File: src/rtl/sysctr_pkg.sv
package sysctr_pkg;
  localparam int CNT_W   = 64;
  localparam int DATA_W  = 32;
  localparam int FRAC_W  = 24;
  localparam int SCALE_W = 32;
  localparam int ADDR_W  = 5;
  localparam int INT_W   = SCALE_W - FRAC_W + 1;
  localparam int ACC_W   = INT_W + FRAC_W;

  localparam logic [ADDR_W-1:0] OFS_CTRL  = 5'h00;
  localparam logic [ADDR_W-1:0] OFS_STAT  = 5'h04;
  localparam logic [ADDR_W-1:0] OFS_CLO   = 5'h08;
  localparam logic [ADDR_W-1:0] OFS_CHI   = 5'h0C;
  localparam logic [ADDR_W-1:0] OFS_SCALE = 5'h10;

  localparam int BIT_RUN = 0;
  localparam int BIT_SCL = 2;

  localparam logic [SCALE_W-1:0] SCALE_ONE = SCALE_W'(1) << FRAC_W;

  typedef struct packed {
    logic [INT_W-1:0]  whole;
    logic [FRAC_W-1:0] frac;
  } acc_t;

  // Adds one scaled increment to the fraction; the whole part is the carry
  function automatic acc_t frac_add(input logic [FRAC_W-1:0] f,
                                    input logic [SCALE_W-1:0] s);
    logic [ACC_W-1:0] sum;
    sum = {{INT_W{1'b0}}, f} + {{(ACC_W-SCALE_W){1'b0}}, s};
    return acc_t'(sum);
  endfunction
endpackage

File: src/rtl/sysctr_regfile.sv
module sysctr_regfile
  import sysctr_pkg::*;
(
  input  logic              clk,
  input  logic              rst_n,
  input  logic              wr_i,
  input  logic [ADDR_W-1:0] addr_i,
  input  logic [DATA_W-1:0] wdata_i,
  input  logic [CNT_W-1:0]  count_i,
  output logic              run_o,
  output logic              scale_on_o,
  output logic [SCALE_W-1:0] scale_o,
  output logic              wr_lo_o,
  output logic              wr_hi_o,
  output logic [DATA_W-1:0] rdata_o
);
  logic run_q, scl_q;
  logic [SCALE_W-1:0] scale_q;
  logic wr_ctrl, wr_scale, wr_stat;

  assign wr_ctrl  = wr_i && (addr_i == OFS_CTRL);
  assign wr_stat  = wr_i && (addr_i == OFS_STAT);
  assign wr_scale = wr_i && (addr_i == OFS_SCALE);
  assign wr_lo_o  = wr_i && (addr_i == OFS_CLO);
  assign wr_hi_o  = wr_i && (addr_i == OFS_CHI);

  always_ff @(posedge clk) begin
    if (!rst_n) begin
      run_q   <= 1'b0;
      scl_q   <= 1'b0;
      scale_q <= SCALE_ONE;
    end else begin
      if (wr_ctrl) begin
        run_q <= wdata_i[BIT_RUN];
        scl_q <= wdata_i[BIT_SCL];
      end
      if (wr_scale) scale_q <= wdata_i;
    end
  end

  always_comb begin
    rdata_o = '0;
    unique case (addr_i)
      OFS_CTRL: begin
        rdata_o[BIT_RUN] = run_q;
        rdata_o[BIT_SCL] = scl_q;
      end
      OFS_STAT:  rdata_o[0] = run_q;
      OFS_CLO:   rdata_o = count_i[DATA_W-1:0];
      OFS_CHI:   rdata_o = count_i[CNT_W-1:DATA_W];
      OFS_SCALE: rdata_o = scale_q;
      default:   rdata_o = '0;
    endcase
  end

  assign run_o      = run_q;
  assign scale_on_o = scl_q;
  assign scale_o    = scale_q;

  AST_STAT_READONLY: assert property (@(posedge clk) disable iff (!rst_n)
    wr_stat |=> ($stable(run_q) && $stable(scl_q) && $stable(scale_q)));
endmodule

File: src/rtl/sysctr_core.sv
module sysctr_core
  import sysctr_pkg::*;
(
  input  logic               clk,
  input  logic               rst_n,
  input  logic               tick_i,
  input  logic               run_i,
  input  logic               scale_on_i,
  input  logic [SCALE_W-1:0] scale_i,
  input  logic               wr_lo_i,
  input  logic               wr_hi_i,
  input  logic [DATA_W-1:0]  wdata_i,
  output logic [CNT_W-1:0]   count_o,
  output logic               step_o
);
  logic [CNT_W-1:0]  count_q, count_d;
  logic [FRAC_W-1:0] frac_q, frac_d;
  logic              step_q;
  acc_t              acc;
  logic              sw_load, advance, adv_plain, adv_scaled;

  assign acc        = frac_add(frac_q, scale_i);
  assign sw_load    = wr_lo_i || wr_hi_i;
  assign advance    = run_i && tick_i && !sw_load;
  assign adv_plain  = advance && !scale_on_i;
  assign adv_scaled = advance && scale_on_i;

  always_comb begin
    count_d = count_q;
    frac_d  = frac_q;
    if (sw_load) begin
      if (wr_lo_i) count_d[DATA_W-1:0]     = wdata_i;
      if (wr_hi_i) count_d[CNT_W-1:DATA_W] = wdata_i;
      frac_d = '0;
    end else if (adv_scaled) begin
      count_d = count_q + CNT_W'(acc.whole);
      frac_d  = acc.frac;
    end else if (adv_plain) begin
      count_d = count_q + CNT_W'(1);
    end
  end

  always_ff @(posedge clk) begin
    if (!rst_n) begin
      count_q <= '0;
      frac_q  <= '0;
      step_q  <= 1'b0;
    end else begin
      count_q <= count_d;
      frac_q  <= frac_d;
      step_q  <= (count_d != count_q);
    end
  end

  assign count_o = count_q;
  assign step_o  = step_q;

  AST_HOLD_WHEN_OFF: assert property (@(posedge clk) disable iff (!rst_n)
    (!run_i && !sw_load) |=> $stable(count_q));
  AST_PLAIN_INC: assert property (@(posedge clk) disable iff (!rst_n)
    adv_plain |=> (count_q == $past(count_q) + CNT_W'(1)));
  AST_LOAD_LOW: assert property (@(posedge clk) disable iff (!rst_n)
    wr_lo_i |=> (count_q[DATA_W-1:0] == $past(wdata_i)));
  AST_FRAC_CLEAR: assert property (@(posedge clk) disable iff (!rst_n)
    sw_load |=> (frac_q == '0));
  AST_STEP_ON_CHANGE: assert property (@(posedge clk) disable iff (!rst_n)
    (count_q != $past(count_q)) |-> step_q);
  AST_STEP_ONLY_CHANGE: assert property (@(posedge clk) disable iff (!rst_n)
    step_q |-> (count_q != $past(count_q)));
endmodule

File: src/rtl/sysctr.sv
module sysctr
  import sysctr_pkg::*;
(
  input  logic              clk,
  input  logic              rst_n,
  input  logic              tick_i,
  input  logic              reg_wr_i,
  input  logic [ADDR_W-1:0] reg_addr_i,
  input  logic [DATA_W-1:0] reg_wdata_i,
  output logic [DATA_W-1:0] reg_rdata_o,
  output logic [CNT_W-1:0]  count_o,
  output logic              step_o
);
  logic               run, scale_on, wr_lo, wr_hi;
  logic [SCALE_W-1:0] scale;

  sysctr_regfile u_regs (
    .clk(clk), .rst_n(rst_n), .wr_i(reg_wr_i), .addr_i(reg_addr_i),
    .wdata_i(reg_wdata_i), .count_i(count_o), .run_o(run),
    .scale_on_o(scale_on), .scale_o(scale), .wr_lo_o(wr_lo),
    .wr_hi_o(wr_hi), .rdata_o(reg_rdata_o)
  );

  sysctr_core u_core (
    .clk(clk), .rst_n(rst_n), .tick_i(tick_i), .run_i(run),
    .scale_on_i(scale_on), .scale_i(scale), .wr_lo_i(wr_lo),
    .wr_hi_i(wr_hi), .wdata_i(reg_wdata_i), .count_o(count_o),
    .step_o(step_o)
  );

  AST_IDLE_NO_STEP: assert property (@(posedge clk) disable iff (!rst_n)
    (!tick_i && !reg_wr_i) |=> !step_o);
endmodule

File: config.mk
export PLATFORM = sky130hd
export DESIGN_NAME = sysctr
export DESIGN_NICKNAME = d
export VERILOG_FILES = /design/src/rtl/sysctr_pkg.sv /design/src/rtl/sysctr_regfile.sv /design/src/rtl/sysctr_core.sv /design/src/rtl/sysctr.sv
export SDC_FILE = /design/constraint.sdc
export NUM_CORES = 1
export LEC_CHECK = 0
export ABC_AREA = 1
export BUFFER_PORTS_ARGS = -buffer_cell sky130_fd_sc_hd__buf_2
export CAP_MARGIN = 10
export CORE_MARGIN = 1.5
export CORE_UTILIZATION = 50
export CTS_CLUSTER_SIZE = 20
export DETAILED_ROUTE_END_ITERATION = 6
export GPL_TIMING_DRIVEN = 0
export PLACE_DENSITY = 0.7
export SLEW_MARGIN = 20
export SYNTH_ARGS = -nofsm -noshare
export SYNTH_HDL_FRONTEND = slang
export SYNTH_SLANG_ARGS = --single-unit
export TNS_END_PERCENT = 5
File: constraint.sdc
create_clock -name clk -period 4.69 [get_ports clk]
set_input_delay 0.7035 -clock clk [delete_from_list [all_inputs] [get_ports clk]]
set_output_delay 0.7035 -clock clk [all_outputs]
set_load 0.05 [all_outputs]
==> results of run 1 <==
==> metrics by stage <==
| stage | setup TNS, ps | instance area (µm²) |
|---|---|---|
| floorplan | 0 | 11500 |
| global placement | -1110 | 12600 |
| finish | -421 | 14700 |
| detailed placement | -1250 | 12600 |
| global route | -676 | 14700 |
| CTS | -150 | 14100 |
==> routing by layer <==
metal,global-route usage [%],wire length (µm),share of wire (%)
met3,18.1,9600,15
met5,0,22,0.034
met1,59.9,22100,34
met4,36.2,6370,9.9
met2,77.9,26100,41
==> state kept, by name, indices dropped and copies added, names as in the netlist <==
name / cells
u_core.count_o: 64
u_core.frac_q: 24
u_regs.scale_o: 32
u_regs.run_o: 1
u_core.step_o: 1
u_regs.scale_on_o: 1
==> how the worst max path moves through the flow <==
stage                                     to                            start  cells after the start  slack [ps]
CTS                 u_core.step_o$_SDFF_PN0_  u_regs.scale_o[17]$_SDFFE_PN0P_                     35         -80
detailed placement  u_core.step_o$_SDFF_PN0_  u_regs.scale_o[15]$_SDFFE_PN0P_                     33        -920
global route        u_core.step_o$_SDFF_PN0_  u_regs.scale_o[15]$_SDFFE_PN0P_                     32        -410
floorplan           u_core.step_o$_SDFF_PN0_   u_regs.scale_o[2]$_SDFFE_PN0P_                     38         510
global placement    u_core.step_o$_SDFF_PN0_  u_regs.scale_o[15]$_SDFFE_PN0P_                     29        -900
finish              u_core.step_o$_SDFF_PN0_  u_regs.scale_o[15]$_SDFFE_PN0P_                     31        -270
==> report_power, final <==
part           internal [mW]  switching, mW
logic                 0.0928          0.257
registers               1.06         0.0276
clock network          0.740          0.629
total                   1.89          0.914
==> what timing repair did <==
item,4_1_cts,5_1_grt
cloned,1,0
gates resized for setup,122,128
setup buffers,54,17
pin swaps,40,74
endpoints found under the setup margin,11,7
==> area by class of cell <==
| type | instances | area [µm²] | share of cell area [%] |
|---|---|---|---|
| antenna | 1 | 2.50 | 0.0170 |
| buffer | 68 | 328 | 2.22 |
| clock buffer | 17 | 425 | 2.89 |
| clock inverter | 14 | 135 | 0.916 |
| inverter | 235 | 885 | 6.00 |
| multi-input combinational | 1546 | 8850 | 60.0 |
| sequential | 123 | 2510 | 17.0 |
| tap | 285 | 357 | 2.42 |
| timing repair buffer | 204 | 1260 | 8.54 |
==> tightest hold or removal path, cell delays in order, from the launching register on <==
cell,delay (ps)
dfxtp_1,340
nand2_1,70
a21oi_1,60
==> placed cells by master, fill, tap and decap left out, types with 52 or more instances in the layout <==
cell type	instances
inv_1	213
buf_4	63
a21oi_1	108
nand2_2	52
nor2_1	237
nand3_1	183
nand2_1	480
o21ai_0	78
buf_2	155
dfxtp_1	96
==> logic make-up after synthesis <==
logic type      Yosys count  synth area share (%)
fa+ha+maj                36                  4.03
xor+xnor                 35                  2.66
buf+inv                 303                  10.5
simple gates           1130                  43.0
compound gates          345                  18.5
flops                   123                  21.3
==> results.md, run 1 <==
* Die height at 155 µm
* Total routed wirelength at 64,200 µm
* PnR worst setup slack at -274 ps
* Number of global-route vias before repair at 14,609
* Area Overhead vs Synth at 27.8%
* Routed WL per cell at 25.7 µm
* Worst Tran Pin Value at 1160 ps
* # setup viols final at 3
* Peak VDD IR at 0.240 mV
* Worst hold path depth at 2
* Die W at 155 µm
* Initial antenna violation count at 4
* Worst-path clk slew at 70 ps
* Max Clock Freq at 201 MHz
* CTS Sinks at 123
* Relative slew slack at 22.8%
* Violated checks: design-rule violations, negative setup slack
* Worst hold path class: reg -> reg
* First-pass GRT wire length at 89,700 µm
* Htree depth at 4
* Post-synth ARST share at 0%
* Number of flops mapped to enable cells by yosys at 0
* Non-Filler Instances at 2,493
* Yosys top cell by area: dfxtp_1
* Clk buf depth at 2
* Root Buffer: clkbuf_16
* Hold_buf cts at 0
* Final Max Slew Viols at 0
* Synthesized Nets at 2,049
* Cells after Synth at 1,972
* Worst r2r src: u_regs.scale_o[15]$_SDFFE_PN0P_
* Worst setup path class: reg -> reg
* Crit-path max FO at 5
* Sequential share of the synthesized area at 21.3%
* Final Power at 2.80 mW
* DRT Pass-1 Iters at 7
* Hpwl dp at 46,600 µm
* PortBufs at 136
* GRT Util Overall at 51.1%
* Yosys reg bits at 123
* Predominant post-synthesis flop cell: dfxtp_1
* CP Data Arrival Time at 5230 ps
* Crit-path leading delay family: simple AND/OR/NAND/NOR gates
* Min Hold Slack at 514 ps
* Hold Crit Start: u_core.frac_q[0]$_SDFFE_PP0P_
* Synth top area cells: dfxtp_1 (21%), nand2_1 (17%), nand3_1 (9.2%)
* Placed Cells at 2,393
* Nets at 2,272
* Slowest stage delay, CP at 360 ps
* Row count at 55
* Core ar. at 22,600 µm²
* RSZ-0062 raised after global routing: true
* Critical path capture point type: register
* Pin count of the biggest net entering global routing at 17
* CTS tree: done
* Initial DRC count at 2,595
* Total grt overflow at 0
* Outcome: finished, violations left
* Fin crit period at 4960 ps
* Most frequent cell after synthesis: nand2_1
* Synth unique cells at 47
* Starting Density at 51.0%
* Die area at 24,000 µm²
* Routability cong. at 1.07
* Static leakage at 6.85 nW
* R2r worst-path depth at 31
* Top-area cell type share of the netlist area at 21.3%
* TritonCTS Buffers at 17
* I/O pins at 138
* Crit share post-route at 106%
* Hold Path End: u_core.frac_q[0]$_SDFFE_PP0P_
* Pwr/cell area at 190 nW/µm²
* ANT nets after route at 0
* Reg2Reg Setup Slack at -270 ps
* Synth top cells by count: nand2_1 (534), nor2_1 (260), inv_1 (218)
* Critical Path RT at 4960 ps
* CP max stage cell: dfxtp_4
* Maxcap violations at 0
* Pre-CTS setup slack at -920 ps
* Residual DRC at 3
* Syn Std Cell Area at 11,500 µm²
* Syn avg cell area at 5.85 µm²
* Fin. Hold Viols at 0
* Cell mode on critical path: nand2_2
* # fillers at 2,026
* Vias at 16,228
* Clk_lat worst skew at 440 ps
* Layout cells sized above 1 at 24.2%
* Reg2reg end: u_core.step_o$_SDFF_PN0_
* Final Skew at 16.4 ps
* CP Buf/Inv Count at 3
* CP Launch Type: register
* Via/cell ratio at 6.51
* Final Util at 65.1%
* Synth Warn # at 0
Note: power is estimated with default switching activity, not from simulation.
==> inputs of run 2 (changes only) <==
SETUP_SLACK_MARGIN = 0.2   (was not set)
==> run 2 against run 1 <==
Net effect:
- the run still ends with design-rule violations, negative setup slack left
- critical path depth is the same
- sequential cell count is the same
- final area grew 0.75%
- core utilization grew 0.49 points
- die area is the same
- critical endpoint unchanged
==> results.md, run 2 (synthesis results as in run 1) <==
* Outcome: finished, violations left
* Violated checks: design-rule violations, negative setup slack
* Peak VDD IR at 0.228 mV
* Row count at 55
* Reg2reg end: u_core.step_o$_SDFF_PN0_
* Hpwl dp at 46,600 µm
* Clock share of power at 48.8%
* RSZ-0062 raised after global routing: true
* Total routed wirelength at 64,600 µm
* CTS tree: done
* Pin count of the biggest net entering global routing at 17
* Pre-CTS setup slack at -920 ps
* Seq pwr share at 38.7%
* Final Skew at 16.5 ps
* Non-Filler Instances at 2,496
* Layout cells sized above 1 at 24.2%
* Reg2Reg Setup Slack at -330 ps
* Residual DRC at 11
* Worst setup path class: reg -> reg
* Worst-path clk slew at 80 ps
* Cell mode on critical path: nand2_1
* Fin. Hold Viols at 0
* Clk_lat worst skew at 440 ps
* Nets at 2,273
* Die area at 24,000 µm²
* Slowest stage delay, CP at 510 ps
* Switch share at 32.6%
* Most frequent cells in the layout: nand2_1 (480), nor2_1 (234), inv_1 (213)
* Routability cong. at 1.07
* Critical Path RT at 4960 ps
* Initial antenna violation count at 5
* Worst hold path class: reg -> reg
* I/O pins at 138
* Htree depth at 4
* Crit-path max FO at 5
* Int Power at 1.89 mW
* Final Max Slew Viols at 0
* Crit path from: u_regs.scale_o[10]$_SDFFE_PN0P_
* CP max stage cell: nor4_4
* Relative slew slack at 23.8%
* Fin crit period at 5020 ps
* DRT Pass-1 Iters at 7
* Clk buf depth at 2
* Starting Density at 51.0%
* CTS Sinks at 123
* Area Overhead vs Synth at 28.8%
* Number of global-route vias before repair at 14,709
* Maxcap violations at 0
* Worst Tran Pin Value at 1140 ps
* Crit share post-route at 107%
* CP Data Arrival Time at 5290 ps
* Max reg flops at 64
* # setup viols final at 3
* Routed WL per cell at 25.9 µm
* GRT Util Overall at 51.2%
* Max Clock Freq at 199 MHz
* Root Buffer: clkbuf_16
* Commonest non-fill, non-tap cell in the layout: nand2_1
* Die height at 155 µm
* Initial DRC count at 2,323
* CP Launch Type: register
* Placed Cells at 2,393
* Critical Path Sink: u_core.step_o$_SDFF_PN0_
* Worst r2r src: u_regs.scale_o[10]$_SDFFE_PN0P_
* TritonCTS Buffers at 17
* R2r worst-path depth at 31
* Hold_buf cts at 0
* ANT nets after route at 0
* Critical path capture point type: register
* Net Switching at 0.913 mW
* Die W at 155 µm
* PortBufs at 136
* Min Hold Slack at 489 ps
* Total grt overflow at 0
* Pwr/cell area at 189 nW/µm²
* Power share of the combinational group at 12.5%
* # fillers at 2,015
* PnR worst setup slack at -329 ps
* Vias at 16,282
* Core ar. at 22,600 µm²
* Static leakage at 6.89 nW
* Via/cell ratio at 6.52
* First-pass GRT wire length at 89,700 µm
==> run 2: cell count changes in the layout (fill, tap and decap cells not counted), sizes merged <==
cell,previous run,this run
buf,234,235
diode,1,3
==> run 2: through the flow <==
stage | power (mW) | utilization [%] | instance area (µm²) | TNS, ps
4_1_cts | 2.73 | 62.4 | 14100 | -195
2_1_floorplan | 1.27 | - | 11500 | 0
3_5_place_dp | 1.40 | 55.5 | 12600 | -1250
5_1_grt | 2.83 | 65.6 | 14800 | -682
6_report | 2.80 | 65.6 | 14900 | -592
3_3_place_gp | 1.40 | 55.5 | 12600 | -1110
==> run 2: cell type report <==
type / count / area, µm² / area share (%)
Tap cell: 285 / 357 / 2.40
Antenna cell: 3 / 7.51 / 0.0505
Clock inverter: 14 / 135 / 0.910
Clock buffer: 17 / 425 / 2.86
Sequential cell: 123 / 2500 / 16.8
Buffer: 68 / 328 / 2.21
Timing Repair Buffer: 205 / 1330 / 8.93
Inverter: 235 / 887 / 5.97
Multi-Input combinational cell: 1546 / 8890 / 59.9
==> run 2: routing by layer <==
| layer | wire [µm] | vias to the layer above | GRT usage (%) |
|---|---|---|---|
| met4 | 6170 | 8 | 34.8 |
| li1 | - | 6999 | - |
| met2 | 26600 | 1438 | 78.0 |
| met3 | 9690 | 468 | 18.9 |
| met5 | 62 | - | 0 |
| met1 | 22100 | 7369 | 59.9 |
==> run 2: critical path: cells and delay by family (launching register included) <==
family / cells / cell delay, ps
AO/OA/AOI/OAI: 3 / 380
adder cells (fa/ha/maj): 2 / 630
flip-flops: 1 / 350
AND/OR/NAND/NOR: 21 / 2730
buffers and inverters: 5 / 710
==> run 2: power groups by stage <==
stage	registers (mW)	logic, mW	clock network, mW
floorplan	1.13	0.141	0
global placement	1.11	0.291	0
detailed placement	1.11	0.293	0
CTS	1.08	0.310	1.34
global route	1.08	0.362	1.38
finish	1.08	0.350	1.37
==> run 2: worst min path at each step <==
stage                                  startpoint                            end  slack [ps]  depth (start not counted)
floorplan           u_core.frac_q[0]$_SDFFE_PP0P_  u_core.frac_q[0]$_SDFFE_PP0P_         450                          2
global placement    u_core.frac_q[0]$_SDFFE_PP0P_  u_core.frac_q[0]$_SDFFE_PP0P_         460                          2
detailed placement  u_core.frac_q[0]$_SDFFE_PP0P_  u_core.frac_q[0]$_SDFFE_PP0P_         460                          2
CTS                 u_core.frac_q[0]$_SDFFE_PP0P_  u_core.frac_q[0]$_SDFFE_PP0P_         470                          2
global route        u_core.frac_q[0]$_SDFFE_PP0P_  u_core.frac_q[0]$_SDFFE_PP0P_         500                          2
finish              u_core.frac_q[0]$_SDFFE_PP0P_  u_core.frac_q[0]$_SDFFE_PP0P_         490                          2
==> run 2: repair_timing <==
action                                  CTS  global route
gates resized for setup                 116           150
setup buffers                            52            16
endpoints found under the setup margin   51            46
hold endpoints to repair                  0             0
pin swaps                                38            86
gates cloned                              1             0
